$ cat src/rtl/acq_pkg.sv
package acq_pkg;
  typedef enum logic [1:0] {
    ST_IDLE  = 2'd0,
    ST_RUN   = 2'd1,
    ST_DONE  = 2'd2,
    ST_FLUSH = 2'd3
  } acq_state_e;

  localparam logic [2:0] CMD_SEL_DIRECT = 3'd1;
  localparam logic [2:0] CMD_SEL_CABLE  = 3'd2;
  localparam logic [2:0] CMD_START      = 3'd3;
  localparam logic [2:0] CMD_STOP       = 3'd4;
  localparam logic [2:0] CMD_CLEAR      = 3'd5;

  localparam logic [1:0] RA_CMD    = 2'd0;
  localparam logic [1:0] RA_LIMIT  = 2'd1;
  localparam logic [1:0] RA_STATUS = 2'd2;
  localparam logic [1:0] RA_COUNT  = 2'd3;
endpackage

$ cat src/rtl/acq_cmd_decode.sv
module acq_cmd_decode
  import acq_pkg::*;
#(
  parameter int CNT_W     = 4,
  parameter int MAX_WORDS = 10
) (
  input  logic             clk_i,
  input  logic             rst_ni,
  input  logic             we_i,
  input  logic [1:0]       addr_i,
  input  logic [31:0]      wdata_i,
  input  logic             busy_i,
  output logic             start_o,
  output logic             stop_o,
  output logic             clear_o,
  output logic             sel_o,
  output logic [CNT_W-1:0] limit_o
);
  localparam logic [29:0]      MAX_W30 = 30'(MAX_WORDS);
  localparam logic [CNT_W-1:0] MAX_WN  = CNT_W'(MAX_WORDS);

  logic       cmd_we;
  logic [2:0] code;

  assign cmd_we  = we_i && (addr_i == RA_CMD);
  assign code    = wdata_i[2:0];
  assign start_o = cmd_we && (code == CMD_START);
  assign stop_o  = cmd_we && (code == CMD_STOP);
  assign clear_o = cmd_we && (code == CMD_CLEAR);

  always_ff @(posedge clk_i or negedge rst_ni) begin
    if (!rst_ni) begin
      sel_o <= 1'b0;
    end else if (cmd_we && !busy_i) begin
      if (code == CMD_SEL_DIRECT)     sel_o <= 1'b0;
      else if (code == CMD_SEL_CABLE) sel_o <= 1'b1;
    end
  end

  // limit kept in words; byte value is clamped, low two bits dropped
  always_ff @(posedge clk_i or negedge rst_ni) begin
    if (!rst_ni) begin
      limit_o <= MAX_WN;
    end else if (we_i && (addr_i == RA_LIMIT)) begin
      if (wdata_i[31:2] > MAX_W30) limit_o <= MAX_WN;
      else                         limit_o <= wdata_i[CNT_W+1:2];
    end
  end
endmodule

$ cat src/rtl/acq_packer.sv
module acq_packer (
  input  logic        clk_i,
  input  logic        rst_ni,
  input  logic        clear_i,
  input  logic        capture_i,
  input  logic        flush_i,
  input  logic        samp_valid_i,
  input  logic [15:0] samp_data_i,
  input  logic        mem_ready_i,
  output logic        mem_valid_o,
  output logic [31:0] mem_wdata_o,
  output logic        fire_o,
  output logic        overflow_o,
  output logic        drained_o
);
  logic        valid_q, half_q;
  logic [15:0] low_q;
  logic [31:0] word_q;
  logic        stall, accept, flush_go;

  assign stall    = valid_q & ~mem_ready_i;
  assign fire_o   = valid_q & mem_ready_i;
  assign accept   = capture_i & samp_valid_i & ~stall;
  assign flush_go = flush_i & half_q & ~stall;

  always_ff @(posedge clk_i or negedge rst_ni) begin
    if (!rst_ni) begin
      valid_q <= 1'b0;
      half_q  <= 1'b0;
      low_q   <= '0;
      word_q  <= '0;
    end else if (clear_i) begin
      valid_q <= 1'b0;
      half_q  <= 1'b0;
    end else begin
      if (fire_o) valid_q <= 1'b0;
      if (accept) begin
        if (!half_q) begin
          low_q  <= samp_data_i;
          half_q <= 1'b1;
        end else begin
          word_q  <= {samp_data_i, low_q};
          valid_q <= 1'b1;
          half_q  <= 1'b0;
        end
      end else if (flush_go) begin
        word_q  <= {16'h0000, low_q};
        valid_q <= 1'b1;
        half_q  <= 1'b0;
      end
    end
  end

  assign mem_valid_o = valid_q;
  assign mem_wdata_o = word_q;
  assign overflow_o  = capture_i & samp_valid_i & stall;
  assign drained_o   = ~valid_q & ~half_q;
endmodule

$ cat src/rtl/acq_addr_gen.sv
module acq_addr_gen #(
  parameter int ADDR_W = 8,
  parameter int CNT_W  = 4
) (
  input  logic              clk_i,
  input  logic              rst_ni,
  input  logic              clear_i,
  input  logic              fire_i,
  input  logic              pending_i,
  input  logic [CNT_W-1:0]  limit_i,
  output logic [ADDR_W-1:0] addr_o,
  output logic [CNT_W-1:0]  count_o,
  output logic              limit_hit_o
);
  logic [CNT_W-1:0] cnt_q;
  logic [CNT_W:0]   issued;

  always_ff @(posedge clk_i or negedge rst_ni) begin
    if (!rst_ni)      cnt_q <= '0;
    else if (clear_i) cnt_q <= '0;
    else if (fire_i)  cnt_q <= cnt_q + 1'b1;
  end

  // one word in flight at most: its slot is the completed count
  assign addr_o      = {1'b1, (ADDR_W-1)'(cnt_q)};
  assign count_o     = cnt_q;
  assign issued      = {1'b0, cnt_q} + {{CNT_W{1'b0}}, pending_i};
  assign limit_hit_o = issued >= {1'b0, limit_i};
endmodule

$ cat src/rtl/acq_capture_ctrl.sv
module acq_capture_ctrl
  import acq_pkg::*;
#(
  parameter int ADDR_W    = 24,
  parameter int MAX_BYTES = 31457280,
  parameter int CTL_W     = 3
) (
  input  logic              clk_i,
  input  logic              rst_ni,
  input  logic              reg_we_i,
  input  logic [1:0]        reg_addr_i,
  input  logic [31:0]       reg_wdata_i,
  output logic [31:0]       reg_rdata_o,
  output logic              link_sel_o,
  input  logic              direct_valid_i,
  input  logic [15:0]       direct_data_i,
  input  logic              cable_valid_i,
  input  logic [15:0]       cable_data_i,
  input  logic [CTL_W-1:0]  ctl_tx_i,
  output logic [CTL_W-1:0]  ctl_direct_o,
  output logic [CTL_W-1:0]  ctl_cable_o,
  input  logic [CTL_W-1:0]  ctl_direct_rx_i,
  input  logic [CTL_W-1:0]  ctl_cable_rx_i,
  output logic [CTL_W-1:0]  ctl_rx_o,
  output logic              mem_valid_o,
  input  logic              mem_ready_i,
  output logic [ADDR_W-1:0] mem_addr_o,
  output logic [31:0]       mem_wdata_o
);
  localparam int MAX_WORDS = MAX_BYTES / 4;
  localparam int CNT_W     = $clog2(MAX_WORDS + 1);
  localparam int N_LINK    = 2;

  acq_state_e       state_q, state_d;
  logic             ovf_q;
  logic             busy, capture, start_cmd, stop_cmd, clear_cmd, start_ok, restart;
  logic             sel;
  logic [CNT_W-1:0] limit_w, count;
  logic             fire, ovf_p, drained, limit_hit;
  logic             samp_valid;
  logic [15:0]      samp_data;

  logic [N_LINK-1:0]            lk_valid;
  logic [N_LINK-1:0][15:0]      lk_data;
  logic [N_LINK-1:0][CTL_W-1:0] lk_rx, lk_tx;

  assign busy     = (state_q == ST_RUN) || (state_q == ST_FLUSH);
  assign start_ok = start_cmd && !busy;
  assign restart  = start_ok || clear_cmd;
  assign capture  = (state_q == ST_RUN) && !limit_hit;

  acq_cmd_decode #(.CNT_W(CNT_W), .MAX_WORDS(MAX_WORDS)) u_dec (
    .clk_i   (clk_i),
    .rst_ni  (rst_ni),
    .we_i    (reg_we_i),
    .addr_i  (reg_addr_i),
    .wdata_i (reg_wdata_i),
    .busy_i  (busy),
    .start_o (start_cmd),
    .stop_o  (stop_cmd),
    .clear_o (clear_cmd),
    .sel_o   (sel),
    .limit_o (limit_w)
  );

  // connector steering: data and control follow one select
  assign lk_valid = {cable_valid_i, direct_valid_i};
  assign lk_data  = {cable_data_i, direct_data_i};
  assign lk_rx    = {ctl_cable_rx_i, ctl_direct_rx_i};

  for (genvar g = 0; g < N_LINK; g++) begin : g_link
    assign lk_tx[g] = (sel == 1'(g)) ? ctl_tx_i : '0;
  end

  assign samp_valid   = lk_valid[sel];
  assign samp_data    = lk_data[sel];
  assign ctl_rx_o     = lk_rx[sel];
  assign ctl_direct_o = lk_tx[0];
  assign ctl_cable_o  = lk_tx[1];
  assign link_sel_o   = sel;

  acq_packer u_pack (
    .clk_i        (clk_i),
    .rst_ni       (rst_ni),
    .clear_i      (restart),
    .capture_i    (capture),
    .flush_i      (state_q == ST_FLUSH),
    .samp_valid_i (samp_valid),
    .samp_data_i  (samp_data),
    .mem_ready_i  (mem_ready_i),
    .mem_valid_o  (mem_valid_o),
    .mem_wdata_o  (mem_wdata_o),
    .fire_o       (fire),
    .overflow_o   (ovf_p),
    .drained_o    (drained)
  );

  acq_addr_gen #(.ADDR_W(ADDR_W), .CNT_W(CNT_W)) u_addr (
    .clk_i       (clk_i),
    .rst_ni      (rst_ni),
    .clear_i     (restart),
    .fire_i      (fire),
    .pending_i   (mem_valid_o),
    .limit_i     (limit_w),
    .addr_o      (mem_addr_o),
    .count_o     (count),
    .limit_hit_o (limit_hit)
  );

  always_comb begin
    state_d = state_q;
    if (clear_cmd) begin
      state_d = ST_IDLE;
    end else begin
      unique case (state_q)
        ST_IDLE, ST_DONE: if (start_cmd) state_d = ST_RUN;
        ST_RUN:           if (stop_cmd || limit_hit) state_d = ST_FLUSH;
        ST_FLUSH:         if (drained) state_d = ST_DONE;
        default:          state_d = ST_IDLE;
      endcase
    end
  end

  always_ff @(posedge clk_i or negedge rst_ni) begin
    if (!rst_ni) begin
      state_q <= ST_IDLE;
      ovf_q   <= 1'b0;
    end else begin
      state_q <= state_d;
      if (restart)    ovf_q <= 1'b0;
      else if (ovf_p) ovf_q <= 1'b1;
    end
  end

  always_comb begin
    unique case (reg_addr_i)
      RA_STATUS: reg_rdata_o = {28'h0, sel, ovf_q, state_q};
      RA_COUNT:  reg_rdata_o = 32'(count);
      RA_LIMIT:  reg_rdata_o = 32'({limit_w, 2'b00});
      default:   reg_rdata_o = '0;
    endcase
  end
endmodule

$ cat config.mk
export PLATFORM = sky130hd
export DESIGN_NAME = acq_capture_ctrl
export DESIGN_NICKNAME = d
export VERILOG_FILES = /design/src/rtl/acq_pkg.sv /design/src/rtl/acq_cmd_decode.sv /design/src/rtl/acq_packer.sv /design/src/rtl/acq_addr_gen.sv /design/src/rtl/acq_capture_ctrl.sv
export SDC_FILE = /design/constraint.sdc
export NUM_CORES = 1
export LEC_CHECK = 0
export BUFFER_PORTS_ARGS = -buffer_cell sky130_fd_sc_hd__clkbuf_2
export CAP_MARGIN = 20
export CORE_ASPECT_RATIO = 1.1
export CORE_MARGIN = 2
export CORE_UTILIZATION = 48
export CTS_CLUSTER_SIZE = 20
export DETAILED_ROUTE_END_ITERATION = 10
export PLACE_DENSITY = 0.86
export SYNTH_ARGS = -nofsm -noshare
export SYNTH_HDL_FRONTEND = slang
export SYNTH_HIERARCHICAL = 1
export SYNTH_SLANG_ARGS = --single-unit
export TNS_END_PERCENT = 20
$ cat constraint.sdc
create_clock -name clk_i -period 4.1 [get_ports clk_i]
set_input_delay 0.205 -clock clk_i [delete_from_list [all_inputs] [get_ports clk_i]]
set_output_delay 0.205 -clock clk_i [all_outputs]
set_load 0.02 [all_outputs]
# [Word-level counts from Yosys, hierarchy flattened]
# Index checks and enable logic that the tools add are counted.
[word_totals] ff_bits=100 in_bits=81 output_inout_bits=99 wordCells=100
[op_classes] addsub=2 order_cmp=3 eq_ne=15 mux=33 n_bitwise=13 n_reduce_logical=25
[op_table] cell="$mux W32" n=3
[op_table] cell="$pmux W25 S3" n=1
[op_table] cell="$mux W23" n=3
[op_table] cell="$mux W16" n=2
[op_table] cell="$gt A30 B23 Y1 const B" n=1
[op_table] cell="$add A23 B1 Y24" n=1
[op_table] cell="$ge A24 B23 Y1" n=1
[op_table] cell="$add A23 B1 Y23 const B" n=1
[op_table] cell="$mux W1" n=15
[op_table] cell="$mux W3" n=4
[op_table] cell="$reduce_and A3 Y1" n=3
[op_table] cell="$and A1 B1 Y1" n=8
[op_table] cell="$eq A2 B2 Y1 const B" n=4
[op_table] cell="$logic_and A1 B1 Y1" n=8
[op_table] cell="$mux W2" n=4
[op_table] cell="$reduce_bool A2 Y1" n=4
[op_table] cell="$eq A3 B2 Y1 const B" n=2
[op_table] cell="$eq A3 B3 Y1 const B" n=2
[op_table] cell="$ne A3 B3 Y1 const B" n=2
[op_table] cell="$pmux W2 S3" n=1
[op_table] cell="$not A1 Y1" n=5
[op_table] cell="$eq A2 B1 Y1 const B" n=2
[op_table] cell="$logic_not A2 Y1" n=2
[op_table] cell="$eq A3 B1 Y1 const B" n=1
[op_table] cell="other kinds (8)" n=11

# [Depth between registers and ports, before layout]
[depth] depth_word=8 ltp_mapped=18 ltp_nobuf=17

# [Modules after synthesis]
# The synthesis kept the hierarchy.
[by_module_without_submodules] mod="acq_addr_gen" instances=1 cells_each=267 area_per_inst_um2=2314.7 seq_area_each_um2=575.6
[by_module_without_submodules] mod="acq_packer" instances=1 cells_each=119 area_per_inst_um2=1925.6 seq_area_each_um2=1251.2
[by_module_without_submodules] mod="acq_cmd_decode" instances=1 cells_each=76 area_per_inst_um2=984.7 seq_area_each_um2=605.6
[by_module_without_submodules] mod="acq_capture_ctrl" instances=1 cells_each=106 area_per_inst_um2=928.4 seq_area_each_um2=75.1

# [Least setup slack after synthesis]
# Ideal clock, no wire load.
[synth_timing] kind="register to register" startpoint="register u_addr.cnt_q[0], in the netlist u_addr/count_o[0]" endpoint="register u_pack.low_q[10]" setup_ns=0.125 arrival_ns=4.174 t_required_ns=3.975 path_slack_ns=-0.200 stages_incl_launch_ff=19 path_buffers=2 cell_sequence="dfrtp_1 > ha_1 > nand3_1 > or2_4 > nor3_4 > nand4_1 > xnor2_1 > ha_1 > nand4_1 > nor4_1 > a221o_1 > a41oi_1 > o211ai_1 > nor3b_1 > nand2_1 > or4_4 > buf_6 > buf_6 > mux2_4"
[synth_between] elab_chain_cells=7
[synth_rtl] element="from (decl)" line_no="acq_addr_gen.sv:15" text="logic [CNT_W-1:0] cnt_q;"
[synth_rtl] element="from (signal assigned)" line_no="acq_addr_gen.sv:21" text="else if (fire_i) cnt_q <= cnt_q + 1'b1;"
[synth_rtl] element="$add A23 B1 Y24" line_no="acq_addr_gen.sv:27" text="assign issued = {1'b0, cnt_q} + {{CNT_W{1'b0}}, pending_i};"
[synth_rtl] element="$ge A24 B23 Y1" line_no="acq_addr_gen.sv:28" text="assign limit_hit_o = issued >= {1'b0, limit_i};"
[synth_rtl] element="net limit_hit" line_no="acq_capture_ctrl.sv:39" text="logic fire, ovf_p, drained, limit_hit;"
[synth_rtl] element="$logic_not A1 Y1" line_no="acq_capture_ctrl.sv:50" text="assign capture = (state_q == ST_RUN) && !limit_hit;"
[synth_rtl] element="$logic_and A1 B1 Y1" line_no="acq_capture_ctrl.sv:50"
[synth_rtl] element="net capture" line_no="acq_capture_ctrl.sv:36" text="logic busy, capture, start_cmd, stop_cmd, clear_cmd, start_ok, restart;"
[synth_rtl] element="$and A1 B1 Y1 (2 in series)" line_no="acq_packer.sv:23" text="assign accept = capture_i & samp_valid_i & ~stall;"
[synth_rtl] element="$reduce_and A3 Y1 (no line)"
[synth_rtl] element="to (signal assigned)" line_no="acq_packer.sv:39" text="low_q <= samp_data_i;"
[synth_rtl] element="to (decl)" line_no="acq_packer.sv:17" text="logic [15:0] low_q;"
# The timed path passes the listed nets, and every way through them passes these cells.
# A chain may end at the register's enable or synchronous reset.

# [Worst setup path in the final report]
[layout_timing] startpoint="register u_addr.cnt_q[0], in the netlist u_addr/count_o[0]" endpoint="register u_pack.low_q[13]"
# The elaborated chain is that of the path after synthesis.

==> summary.txt <==
Status = finished with violations
Failing checks = negative setup slack
Reg2Reg Setup Slack = -0.12 ns
Worst skew pair latency = 0.35 ns
Routed len/inst = 17.54 µm
Layout cells sized above 1 = 43.34%
Critical Path AT = 4.46 ns
Synth Area in XOR/XNOR = 5.693%
Power share of the clock group = 25.6%
Max-slew headroom = 36.70%
Post-synthesis sequential area ratio = 40.75%
DRT antenna net count = 0
Area leader, netlist = dfrtp_1
Worst-Margin Slew = 0.9424 ns
Final setup viols = 9
Tot Pwr = 3519 µW
Synth Area in Compound Gates = 9.496%
Core region area = 0.01259 mm²
CTS Buf Count = 9
Worst Path Required = 4.33 ns
H-tree Lvls = 3
Layout Area Growth over Synthesis = 21.27%
Chip width = 112.0 µm
Final hold violation count = 0
GPL Wtd Cong = 0.8801
CP Capture Type = flop
NumNets Final = 845
CP Max Fanout = 7
Net Switching = 1216 µW
Yosys cell types = 59
Adder-cell area share of the yosys netlist = 5.287%
Startpoint types = flop
Seq pwr share = 40.8%
Tcrit/Tclk final = 103.0%
Mux contribution to synthesized area = 14.01%
Synth top area cells = dfrtp_1 (39%), mux2_2 (8.2%), ha_1 (5.3%)
Vias per inst = 5.462
CTS clock-pin slew for the worst setup and hold paths = 0.07 ns
Die height = 122.8 µm
Synth Cell Area = 0.006153 mm²
DP HPWL = 11510 µm
Vias = 4916
Largest net degree at the start of global routing = 66
Worst path cell trace = ha_4, nand3_4, or2_4, nor3_4, nand3_1, xnor2_1, ha_1, nand4_1, nor4_2, a221o_1, a41oi_2, o211ai_1, nor3b_2, nand2_2, or4_4, mux2_4
Pwr per Cell Area = 471.6 mW/mm²
Switching share of power = 34.55%
Logic pwr share = 33.6%
Dpl cells = 874
Routed WL = 15790 µm
Leakage = 0.003787 µW
Cells after Synth = 568
Port Buf Inserts = 171
Ys async rst share = 100.0%
Clock sinks = 100
Clock Tree Root = clkbuf_16
First-pass GRT wire length = 24900 µm
Synth warnings = 6
DRT iter0 DRCs = 301
Clock tree buffer depth = 2
Die area = 0.01374 mm²
Initial antenna violation count = 0
Pre-CTS WS = -0.008729 ns
Buf+Inv Stages, Crit Path = 0
Slowest stage cell, crit path = or4_4
Max VDD drop = 0.0004115 V
Cell family with most CP delay = simple AND/OR/NAND/NOR gates
CP peak stage delay = 0.64 ns
Max-cap violations = 0
F_max = 236.8 MHz
TritonCTS clock tree = done
Worst hold path type = in2reg
Gr usage total = 22.92%
Clock Skews = 0.007726 ns
Diodes inserted = 0
Pre-antenna DRT Iters = 5
Starting Density = 48.88%
Share of the synthesized area in the top cell type = 39.04%
Final Critical Period = 4.222 ns
Fillers = 1030
Internal = 2303 µW
CP Class = reg2reg
Cell area after layout = 0.007462 mm²
Largest family of logic cells by synthesized area = simple AND/OR/NAND/NOR gates
DRC = 0
Fin. max-slew vios = 0
Mean Syn Cell Area = 10.83 µm²
Vias in the first global route = 4998
Setup WS post-layout = -0.1222 ns
Ys flop type = dfrtp_1
Post-synth EDFFs = 0
RSZ-0062 raised after global routing = yes
Placed Area = 0.007009 mm²
Finished Layout Cells = 900
Total gr overflow = 0
Flops & latches, synth = 100
Simple-gate share of the synthesized area = 15.39%
FP Rows = 43
Ports = 180
==> per-layer routing <==
layer,up-vias,share of wire (%),track usage [%]
met3,29,8.6,6.864
met2,220,50,41.25
met1,2375,39,26.84
met5,-,0,0
met4,0,1.7,6.174
li1,2292,-,-
==> power by group through the flow <==
stage               logic [µW]  registers [µW]  clock network [µW]
floorplan                  576            1620                   0
global placement          1110            1420                   0
detailed placement        1150            1420                   0
CTS                       1160            1420                 916
global route              1270            1470                 960
finish                    1180            1440                 899
==> flip-flops by register name, indices dropped and copies added, names as in the netlist <==
register and flops:
ovf_q 1, state_q 2, u_addr/count_o 23, u_dec/limit_o 23, u_dec/sel_o 1, u_pack/half_q 1, u_pack/low_q 16, u_pack/mem_valid_o 1
u_pack/mem_wdata_o 32
==> final cells by class <==
class | instances | area, µm² | area share (%)
Multi-Input combinational cell | 390 | 3176 | 42.56
Clock inverter | 6 | 78.83 | 1.056
Inverter | 26 | 97.59 | 1.308
Clock buffer | 10 | 239.0 | 3.203
Sequential cell | 100 | 2510 | 33.64
Tap cell | 157 | 196.4 | 2.632
Timing Repair Buffer | 211 | 1165 | 15.61
==> cells in the mapped netlist (all sizes together), types with 2 or more instances <==
master	instances
or3	3
nor2	48
and4	6
conb	2
clkbuf	13
xnor2	21
a211oi	2
ha	26
buf	46
a21oi	16
o21ai	9
nor2b	26
nand4	11
nor3	9
nand2b	5
and3	2
or4	2
nand3	17
mux2i	22
dfstp	4
nor4	3
nand2	18
o211ai	3
inv	26
mux2	54
dfrtp	96
o2111ai	2
and2	7
a22o	37
xor2	19
==> logic make-up after synthesis <==
family,count (synthesis)
AO/OA/AOI/OAI,75
adder cells (fa/ha/maj),26
flip-flops,100
buffers and inverters,86
XOR/XNOR,40
multiplexers,76
other,2
AND/OR/NAND/NOR,163
==> cells in the final DEF, fill, tap and decap left out, types with 16 or more instances in the layout <==
cell	n
nand3_1	16
nand2_1	16
a22o_1	27
inv_1	26
a21oi_1	16
buf_4	39
clkbuf_2	170
ha_1	25
mux2_2	45
nor2b_1	25
nor2_1	46
dfrtp_1	94
mux2i_1	22
xnor2_1	21
xor2_1	19
==> what timing repair did <==
action / in CTS / in global routing
endpoints found under the setup margin: 26 / 49
pin swaps: 1 / 18
buffers inserted: 0 / 7
endpoints found under the hold margin: 64 / 0
hold buffers: 1 / 0
cloned: 0 / 2
resized for setup: 1 / 10
==> worst paths after layout <==
check | from | endpoint | depth (start not counted)
worst max-delay path | u_addr/count_o[0]$_DFFE_PN0P_ | u_pack/low_q[13]$_DFFE_PN0P_ | 16
worst min-delay path | reg_wdata_i[10] | u_dec/limit_o[8]$_DFFE_PN0P_ | 2
worst max register to register | u_addr/count_o[0]$_DFFE_PN0P_ | u_pack/low_q[13]$_DFFE_PN0P_ | 16
worst min register to register | u_pack/low_q[1]$_DFFE_PN0P_ | u_pack/low_q[1]$_DFFE_PN0P_ | 1
max in group asynchronous | rst_ni | u_dec/limit_o[19]$_DFFE_PN1P_ | 3
min in group asynchronous | rst_ni | u_addr/count_o[19]$_DFFE_PN0P_ | 2
==> through the flow <==
step           utilization [%]  setup TNS [ns]  hold slack (ns)
6_report                 59.27         -0.9671          0.07982
5_1_grt                  59.27          -9.444          0.07435
4_1_cts                  58.32       -0.002568          0.07163
3_5_place_dp             55.67        -0.01907           0.3357
3_3_place_gp             55.67               0           0.3295
2_1_floorplan                -               0         -0.09059
Power figures use the tool's default switching activity.
